### config.mk
export PLATFORM = sky130hd
export DESIGN_NAME = status_word_reg
export DESIGN_NICKNAME = d
export VERILOG_FILES = /design/src/rtl/swr_pkg.sv /design/src/rtl/swr_flag_unit.sv /design/src/rtl/swr_ctrl_unit.sv /design/src/rtl/swr_mode_watch.sv /design/src/rtl/status_word_reg.sv
export SDC_FILE = /design/constraint.sdc
export NUM_CORES = 1
export LEC_CHECK = 0
export BUFFER_PORTS_ARGS = -buffer_cell sky130_fd_sc_hd__clkbuf_2
export CAP_MARGIN = 0
export CORE_MARGIN = 3
export CORE_UTILIZATION = 36
export CTS_CLUSTER_DIAMETER = 30
export DETAILED_ROUTE_END_ITERATION = 8
export GPL_TIMING_DRIVEN = 1
export HOLD_SLACK_MARGIN = 0.08
export MAX_ROUTING_LAYER = met4
export SYNTH_ARGS = -nofsm -noshare
export SYNTH_HDL_FRONTEND = slang
export SYNTH_SLANG_ARGS = --single-unit
### constraint.sdc
create_clock -name clk -period 2.2 [get_ports clk]
set_input_delay 0.33 -clock clk [delete_from_list [all_inputs] [get_ports clk]]
set_output_delay 0.33 -clock clk [all_outputs]
set_load 0.01 [all_outputs]
### src/rtl/swr_pkg.sv
package swr_pkg;
    localparam int FLAG_CNT = 4;

    typedef struct packed {
        logic n;
        logic z;
        logic c;
        logic v;
    } nzcv_t;

    typedef enum logic {
        REQ_IDLE = 1'b0,
        REQ_FIRE = 1'b1
    } req_state_t;
endpackage

### src/rtl/swr_flag_unit.sv
module swr_flag_unit #(
    parameter int WIDTH = 32
) (
    input  logic               clk,
    input  logic               rst_n,
    input  logic               sw_load,
    input  swr_pkg::nzcv_t     sw_nzcv,
    input  logic               alu_we,
    input  logic               alu_n,
    input  logic               alu_c,
    input  logic               alu_v,
    input  logic [WIDTH-1:0]   alu_result,
    output swr_pkg::nzcv_t     flags
);
    localparam logic [WIDTH-1:0] ZRES_CLEAR = WIDTH'(1);

    logic             n_q, c_q, v_q;
    logic [WIDTH-1:0] zres_q;
    logic             n_d, c_d, v_d;
    logic [WIDTH-1:0] zres_d;

    always_comb begin
        n_d    = n_q;
        c_d    = c_q;
        v_d    = v_q;
        zres_d = zres_q;
        if (sw_load) begin
            n_d    = sw_nzcv.n;
            c_d    = sw_nzcv.c;
            v_d    = sw_nzcv.v;
            zres_d = sw_nzcv.z ? '0 : ZRES_CLEAR;
        end else if (alu_we) begin
            n_d    = alu_n;
            c_d    = alu_c;
            v_d    = alu_v;
            zres_d = alu_result;
        end
    end

    always_ff @(posedge clk or negedge rst_n) begin
        if (!rst_n) begin
            n_q    <= 1'b0;
            c_q    <= 1'b0;
            v_q    <= 1'b0;
            zres_q <= ZRES_CLEAR;
        end else begin
            n_q    <= n_d;
            c_q    <= c_d;
            v_q    <= v_d;
            zres_q <= zres_d;
        end
    end

    always_comb begin
        flags.n = n_q;
        flags.z = (zres_q == '0);
        flags.c = c_q;
        flags.v = v_q;
    end


    sw_flag_wins_chk: assert property (@(posedge clk) disable iff (!rst_n)
        sw_load |=> flags == $past(sw_nzcv));


    alu_flag_load_chk: assert property (@(posedge clk) disable iff (!rst_n)
        (alu_we && !sw_load) |=> (flags.n == $past(alu_n)) && (flags.c == $past(alu_c))
                                 && (flags.v == $past(alu_v)));


    zero_from_result_chk: assert property (@(posedge clk) disable iff (!rst_n)
        (alu_we && !sw_load) |=> flags.z == ($past(alu_result) == '0));
endmodule

### src/rtl/swr_ctrl_unit.sv
module swr_ctrl_unit #(
    parameter int                     WIDTH      = 32,
    parameter int                     MODE_W     = 5,
    parameter logic [MODE_W-1:0]      RESET_MODE = 5'h13
) (
    input  logic             clk,
    input  logic             rst_n,
    input  logic             wr_en,
    input  logic [WIDTH-1:0] wr_data,
    input  logic [WIDTH-1:0] wr_mask,
    output logic [WIDTH-1:0] ctrl
);
    localparam int              FLAG_LO    = WIDTH - swr_pkg::FLAG_CNT;
    localparam logic [WIDTH-1:0] FLAG_FIELD = {{swr_pkg::FLAG_CNT{1'b1}}, {FLAG_LO{1'b0}}};
    localparam logic [WIDTH-1:0] CTRL_RESET = WIDTH'(RESET_MODE);

    logic [WIDTH-1:0] ctrl_q, ctrl_d, sel;

    always_comb begin
        sel    = wr_en ? (wr_mask & ~FLAG_FIELD) : '0;
        ctrl_d = (ctrl_q & ~sel) | (wr_data & sel);
    end

    always_ff @(posedge clk or negedge rst_n) begin
        if (!rst_n) ctrl_q <= CTRL_RESET;
        else        ctrl_q <= ctrl_d;
    end

    assign ctrl = ctrl_q;


    no_flag_copy_chk: assert property (@(posedge clk) disable iff (!rst_n)
        ctrl_q[WIDTH-1:FLAG_LO] == '0);


    idle_hold_chk: assert property (@(posedge clk) disable iff (!rst_n)
        !wr_en |=> $stable(ctrl_q));
endmodule

### src/rtl/swr_mode_watch.sv
module swr_mode_watch #(
    parameter int MODE_W = 5
) (
    input  logic              clk,
    input  logic              rst_n,
    input  logic              wr_en,
    input  logic [MODE_W-1:0] wr_mode,
    input  logic [MODE_W-1:0] wr_sel,
    input  logic [MODE_W-1:0] cur_mode,
    output logic              req,
    output logic [MODE_W-1:0] req_mode
);
    import swr_pkg::*;

    req_state_t        st_q, st_d;
    logic [MODE_W-1:0] val_q, val_d;
    logic              changes;

    always_comb begin
        changes = wr_en && (((cur_mode ^ wr_mode) & wr_sel) != '0);
        val_d   = val_q;
        st_d    = REQ_IDLE;
        if (changes) begin
            st_d  = REQ_FIRE;
            val_d = (cur_mode & ~wr_sel) | (wr_mode & wr_sel);
        end
    end

    always_ff @(posedge clk or negedge rst_n) begin
        if (!rst_n) begin
            st_q  <= REQ_IDLE;
            val_q <= '0;
        end else begin
            st_q  <= st_d;
            val_q <= val_d;
        end
    end

    always_comb begin
        unique case (st_q)
            REQ_IDLE: req = 1'b0;
            REQ_FIRE: req = 1'b1;
            default:  req = 1'b0;
        endcase
        req_mode = val_q;
    end


    req_after_write_chk: assert property (@(posedge clk) disable iff (!rst_n)
        req |-> $past(wr_en));


    no_req_unselected_chk: assert property (@(posedge clk) disable iff (!rst_n)
        (wr_sel == '0) |=> !req);
endmodule

### src/rtl/status_word_reg.sv
module status_word_reg #(
    parameter int                WIDTH      = 32,
    parameter int                MODE_W     = 5,
    parameter logic [MODE_W-1:0] RESET_MODE = 5'h13
) (
    input  logic              clk,
    input  logic              rst_n,
    input  logic              wr_en,
    input  logic [WIDTH-1:0]  wr_data,
    input  logic [WIDTH-1:0]  wr_mask,
    input  logic              alu_we,
    input  logic              alu_n,
    input  logic              alu_c,
    input  logic              alu_v,
    input  logic [WIDTH-1:0]  alu_result,
    output logic [WIDTH-1:0]  rd_data,
    output logic              mode_req,
    output logic [MODE_W-1:0] mode_val
);
    localparam int FLAG_LO = WIDTH - swr_pkg::FLAG_CNT;

    swr_pkg::nzcv_t   flags;
    swr_pkg::nzcv_t   sw_nzcv;
    logic             sw_load;
    logic [WIDTH-1:0] ctrl;

    assign sw_load = wr_en && (wr_mask[WIDTH-1:FLAG_LO] != '0);
    assign sw_nzcv = wr_data[WIDTH-1:FLAG_LO];

    swr_flag_unit #(.WIDTH(WIDTH)) u_flags (
        .clk        (clk),
        .rst_n      (rst_n),
        .sw_load    (sw_load),
        .sw_nzcv    (sw_nzcv),
        .alu_we     (alu_we),
        .alu_n      (alu_n),
        .alu_c      (alu_c),
        .alu_v      (alu_v),
        .alu_result (alu_result),
        .flags      (flags)
    );

    swr_ctrl_unit #(.WIDTH(WIDTH), .MODE_W(MODE_W), .RESET_MODE(RESET_MODE)) u_ctrl (
        .clk     (clk),
        .rst_n   (rst_n),
        .wr_en   (wr_en),
        .wr_data (wr_data),
        .wr_mask (wr_mask),
        .ctrl    (ctrl)
    );

    swr_mode_watch #(.MODE_W(MODE_W)) u_mode (
        .clk      (clk),
        .rst_n    (rst_n),
        .wr_en    (wr_en),
        .wr_mode  (wr_data[MODE_W-1:0]),
        .wr_sel   (wr_mask[MODE_W-1:0]),
        .cur_mode (ctrl[MODE_W-1:0]),
        .req      (mode_req),
        .req_mode (mode_val)
    );

    assign rd_data = {flags, ctrl[FLAG_LO-1:0]};


    req_mode_match_chk: assert property (@(posedge clk) disable iff (!rst_n)
        mode_req |-> mode_val == rd_data[MODE_W-1:0]);


    unselected_keep_chk: assert property (@(posedge clk) disable iff (!rst_n)
        (wr_en && wr_mask[FLAG_LO-1:0] == '0) |=> $stable(rd_data[FLAG_LO-1:0]));


    flags_idle_chk: assert property (@(posedge clk) disable iff (!rst_n)
        (!sw_load && !alu_we) |=> $stable(rd_data[WIDTH-1:FLAG_LO]));
endmodule

Yosys cells after proc, flatten, opt, wreduce, memory -nomap -nowiden
Index checks and enable logic that the tools add are counted.

Register bits: 73. Latch bits: 0. Bits in writable memories: 0. ROM bits: 0. Memories kept: 0.

Add/subtract/negate cells: 0. $mul: 0. Divide/modulo/power cells: 0. Magnitude comparators: 0. Equal/unequal tests: 0. Shift-type cells: 0. Mux-type cells: 12. Bitwise logic cells: 11. Reduce and logical (&&, ||, !) cells: 6.

Operators by type and width (count): bitwise AND 32 bit (2); 2-to-1 mux 32 bit (2); logical NOT 32 bit (1); NOT 32 bit (1); OR 32 bit (1); 2-to-1 mux 28 bit (1); bitwise AND 5 bit (3); 2-to-1 mux 1 bit (8); NOT 5 bit (1); OR 5 bit (1); nonzero test 5 bit (1); XOR 5 bit (1); nonzero test 4 bit (1); logical AND 1 bit (2); case mux 1 bit (2 select lines) (1); nonzero test 2 bit (1); NOT 1 bit (1).

Logic depth before layout (Yosys ltp)
Word-level depth: 5. Gate-level depth with buffers: 4. Gate-level depth less buffers: 4.

Modules after synthesis
From an unflattened synthesis, not the netlist that was laid out.

Cells, all modules: 248. Area, all modules: 3178.0 sq um.

Modules (own cells, without submodules): swr_flag_unit (times used 1, cells an instance 131, area each 1556.5 sq um, seq. area each 877.1 sq um); swr_ctrl_unit (times used 1, cells an instance 92, area each 1275.0 sq um, seq. area each 704.4 sq um); swr_mode_watch (times used 1, cells an instance 24, area each 335.3 sq um, seq. area each 150.1 sq um); status_word_reg (times used 1, cells an instance 1, area each 11.3 sq um, seq. area each 0.0 sq um).

Worst setup path after synthesis
No wires, ideal clock.

Path type: register to register. Start: register (tool-made name). End: register u_mode.val_q[0] (netlist: u_mode.req_mode[0]). Library setup time: 0.128 ns. Arrival: 1.410 ns. Required time: 2.072 ns. Path slack: 0.663 ns. Stages on the path, launching flop included: 5. Period minus slack after synthesis: 1.537 ns. Cells stage by stage: dfrtp_1 > xor2_1 > a222oi_1 > a21boi_2 > mux2_1.

RTL lines: end signal: assignment (RTL line swr_mode_watch.sv:35) `val_q <= val_d;`; end: declaration (RTL line swr_mode_watch.sv:16) `logic [MODE_W-1:0] val_q, val_d;`.

Final worst setup path
Start: register u_flags.zres_q[1]. End: output rd_data[30].

Longest elaborated chain between the ends: 1.

Ends and longest elaborated chain: start: declaration (RTL line swr_flag_unit.sv:18) `logic [WIDTH-1:0] zres_q;`; start signal: assignment (RTL line swr_flag_unit.sv:50) `zres_q <= zres_d;`; logical NOT 32 bit (RTL line swr_flag_unit.sv:56) `flags.z = (zres_q == '0);`; end: declaration (RTL line status_word_reg.sv:16) `output logic [WIDTH-1:0] rd_data,`.

No other way between the ends.

==> flow_metrics.env <==
export IMPL_1st_pass_router_iterations=4
export IMPL_effective_utilization_at_floorplan_pct=37.9
export IMPL_layout_area_overhead_vs_synth_pct=34.6
export IMPL_internal_power_uw=2380
export IMPL_design_portCount=141
export IMPL_die_h_um=97.1
export IMPL_pwr_share_seq_pct=47.4
export IMPL_switchingPower_uw=801
export IMPL_synth_warning_count=0
export IMPL_min_path_cells=2
export IMPL_ctsResizeCount=0
export IMPL_highest_count_cells_in_the_layout_ignoring_fill_and_taps="sky130_fd_sc_hd__clkbuf_2 (139), sky130_fd_sc_hd__dfrtp_1 (65), sky130_fd_sc_hd__mux2i_1 (34)"
export IMPL_place_detailed_hpwl_um=5090
export IMPL_timing_max_transition_violations_final=0
export IMPL_drt_wl_total_um=6600
export IMPL_critical_path_s_slowest_cell="sky130_fd_sc_hd__dfrtp_1"
export IMPL_clk_pin_slew_worst_paths_ps=70
export IMPL_cts_htree_levels=3
export IMPL_critical_path_endpoint="rd_data[30]"
export IMPL_worstSetupEndpointType="primary output"
export IMPL_maxClockFrequency_mhz=547
export IMPL_ir_worst_vdd_uv=302
export IMPL_worst_r2r_cell_count=4
export IMPL_cp_slowest_stage_delay_ps=380
export IMPL_critical_path_top_delay_family="simple AND/OR/NAND/NOR gates"
export IMPL_horizontal_die_dimension_um=97.1
export IMPL_drt_iter0_drc=21
export IMPL_clock_power_share_pct=34.9
export IMPL_dr_wl_met3_um=554
export IMPL_num_rows=32
export IMPL_drive_above_1_share_pct=43.2
export IMPL_power_combinational_fraction_pct=17.7
export IMPL_final_setup_viol_count=0
export IMPL_timing_critical_path_depth=4
export IMPL_clock_tree_from_tritoncts="done"
export IMPL_regToRegSetupSlack_ps=580
export IMPL_timing_final_crit_share_pct=83.2
export IMPL_crit_arrival_ps=1500
export IMPL_grt_util_all_layers_pct=15.1
export IMPL_critPathBufInv=1
export IMPL_antenna_diode_count=0
export IMPL_setup_worst_path_class="register to primary output"
export IMPL_via_count_of_the_routed_design=2280
export IMPL_rsz_0062_raised_after_global_routing="false"
export IMPL_finalCriticalPeriod_ps=1830
export IMPL_drcViolationCount=0
export IMPL_layout_filler_cells=742
export IMPL_clkLatencyLatePin_ps=330
export IMPL_synth_net_count=346
export IMPL_headroom_to_the_max_slew_limit_pct=67.0
export IMPL_syn_instance_count=243
export IMPL_max_slew_worst_pin_slew_ps=494
export IMPL_core_area_um2=7890
export IMPL_cap_viol_max_count=0
export IMPL_grt_antenna_before_repair=0
export IMPL_layout_commonest_cell="sky130_fd_sc_hd__clkbuf_2"
export IMPL_number_of_hold_violations_in_the_final_report=0
export IMPL_areal_power_density_over_the_cells_nw_per_um2=791
export IMPL_finalWeightedCongestion=0.807
export IMPL_detailroute_wirelength_met2_um=3050
export IMPL_die_area_um2=9430
export IMPL_startpoint_type="register"
export IMPL_synth_cell_area_um2=2990
export IMPL_outcome="completed"
export IMPL_vias_in_the_first_global_route=2415
export IMPL_synthesis_area_per_instance_um2=12.3
export IMPL_required_ps=1870
export IMPL_p_leak_uw=0.00211
export IMPL_clock_sinks=69
export IMPL_p_total_uw=3180
export IMPL_startpoint="u_flags.zres_q[1]"
export IMPL_synth_seq_area_share_pct=58.0
export IMPL_grt_ovfl_total=0
export IMPL_pin_count_of_the_biggest_net_entering_global_routing=70
export IMPL_fin_skew_ps=5.23
export IMPL_worst_r2r_endpoint="u_mode.req_mode[4]"
export IMPL_crit_path_max_fanout=2
export IMPL_yosys_cell_types_count=21
export IMPL_nets=489
export IMPL_worstHoldPathType="input pin to register"
export IMPL_power_switching_fraction_pct=25.2
export IMPL_ys_seq_elements=69
export IMPL_wl_per_cell_um=13.4
export IMPL_cp_cell_instances="nor4_1, nand4_1, nor2_1, clkbuf_2"
export IMPL_dr_max_layer_used="met4"
export IMPL_routedLengthMet1_um=2920
export IMPL_ant_nets=0
export IMPL_via_per_inst=4.62
export IMPL_portBuffers=140
export IMPL_cts_root_buf="sky130_fd_sc_hd__clkbuf_8"
export IMPL_setup_tns_ps=0
export IMPL_cts_buffers_inserted=9
export IMPL_clock_tree_buffer_depth=2
export IMPL_grt_first_pass_wirelength_um=11300
timing repair:
action,CTS,global route
endpoints found under the hold margin,65,0
setup buffers,0,0
hold buffers,1,0
cells in the mapped netlist:
master / instances / area (um2)
sky130_fd_sc_hd__dfrtp_1: 65 / 1630
sky130_fd_sc_hd__mux2i_1: 34 / 340
sky130_fd_sc_hd__mux2_1: 33 / 372
sky130_fd_sc_hd__nor2_1: 32 / 120
sky130_fd_sc_hd__nand2_1: 31 / 116
sky130_fd_sc_hd__nor4_1: 8 / 50.1
sky130_fd_sc_hd__buf_2: 6 / 30.0
sky130_fd_sc_hd__clkbuf_1: 5 / 18.8
sky130_fd_sc_hd__mux2_2: 5 / 56.3
sky130_fd_sc_hd__xor2_1: 5 / 43.8
sky130_fd_sc_hd__dfstp_2: 4 / 105
sky130_fd_sc_hd__buf_4: 3 / 22.5
sky130_fd_sc_hd__o21ai_1: 3 / 15.0
sky130_fd_sc_hd__nand4_1: 2 / 12.5
sky130_fd_sc_hd__a211oi_1: 1 / 7.51
sky130_fd_sc_hd__a21boi_2: 1 / 11.3
sky130_fd_sc_hd__a21oi_1: 1 / 5.00
sky130_fd_sc_hd__a222oi_1: 1 / 10.0
sky130_fd_sc_hd__a22oi_1: 1 / 7.51
sky130_fd_sc_hd__nor2b_1: 1 / 6.26
sky130_fd_sc_hd__o41a_1: 1 / 11.3
worst min-delay path by stage:
stage,startpoint,endpoint
finish,wr_data[30],u_flags.zres_q[0]
global route,wr_data[30],u_flags.zres_q[0]
CTS,wr_data[30],u_flags.zres_q[0]
detailed placement,rst_n,asynchronous set/reset pin
global placement,rst_n,asynchronous set/reset pin
floorplan,rst_n,asynchronous set/reset pin
area by class of cell:
| class | instances | area, um2 | share of cell area [%] |
|---|---|---|---|
| clock buffers | 12 | 145 | 3.61 |
| multi-input cells | 160 | 1180 | 29.5 |
| well taps | 102 | 128 | 3.17 |
| flip-flops and latches | 69 | 1730 | 43.0 |
| repair buffers | 146 | 761 | 18.9 |
| clock inverters | 4 | 72.6 | 1.80 |
kinds of logic (layout without fill, tap and decap cells):
| group | count (synthesis) | count (layout) | share of synthesized area, % |
|---|---|---|---|
| simple gates | 74 | 74 | 10.2 |
| mux | 72 | 72 | 25.7 |
| flops | 69 | 69 | 58.0 |
| buf+inv | 14 | 162 | 2.39 |
| compound gates | 9 | 9 | 2.26 |
| xor+xnor | 5 | 5 | 1.47 |
power groups by stage:
| stage | Sequential [uW] | Combinational, uW | Clock [uW] |
|---|---|---|---|
| final | 1510 | 562 | 1110 |
| after CTS | 1510 | 578 | 1160 |
| after detailed placement | 1530 | 575 | 0 |
| after global routing | 1530 | 627 | 1210 |
| after global placement | 1530 | 568 | 0 |
| after floorplan | 1570 | 242 | 0 |
through the flow:
| stage | setup slack [ps] | area, um2 | hold slack [ps] | std cells | util, % |
|---|---|---|---|---|---|
| 3_3_place_gp | 575 | 3790 | 382 | 476 | 48.1 |
| 4_1_cts | 327 | 4020 | 102 | 493 | 51.0 |
| 3_5_place_dp | 515 | 3790 | 381 | 476 | 48.1 |
| 5_1_grt | 230 | 4020 | 106 | 493 | 51.0 |
| 2_1_floorplan | 663 | 2990 | 34.4 | 243 | - |
| 6_report | 370 | 4020 | 126 | 493 | 51.0 |
routing by layer:
metal / track usage [%] / vias up
met2: 22.6 / 93
li1: - / 1121
met4: 6.16 / 0
met1: 18.9 / 1058
met5: - / -
met3: 4.95 / 8
(Power assumes the default switching activity.)
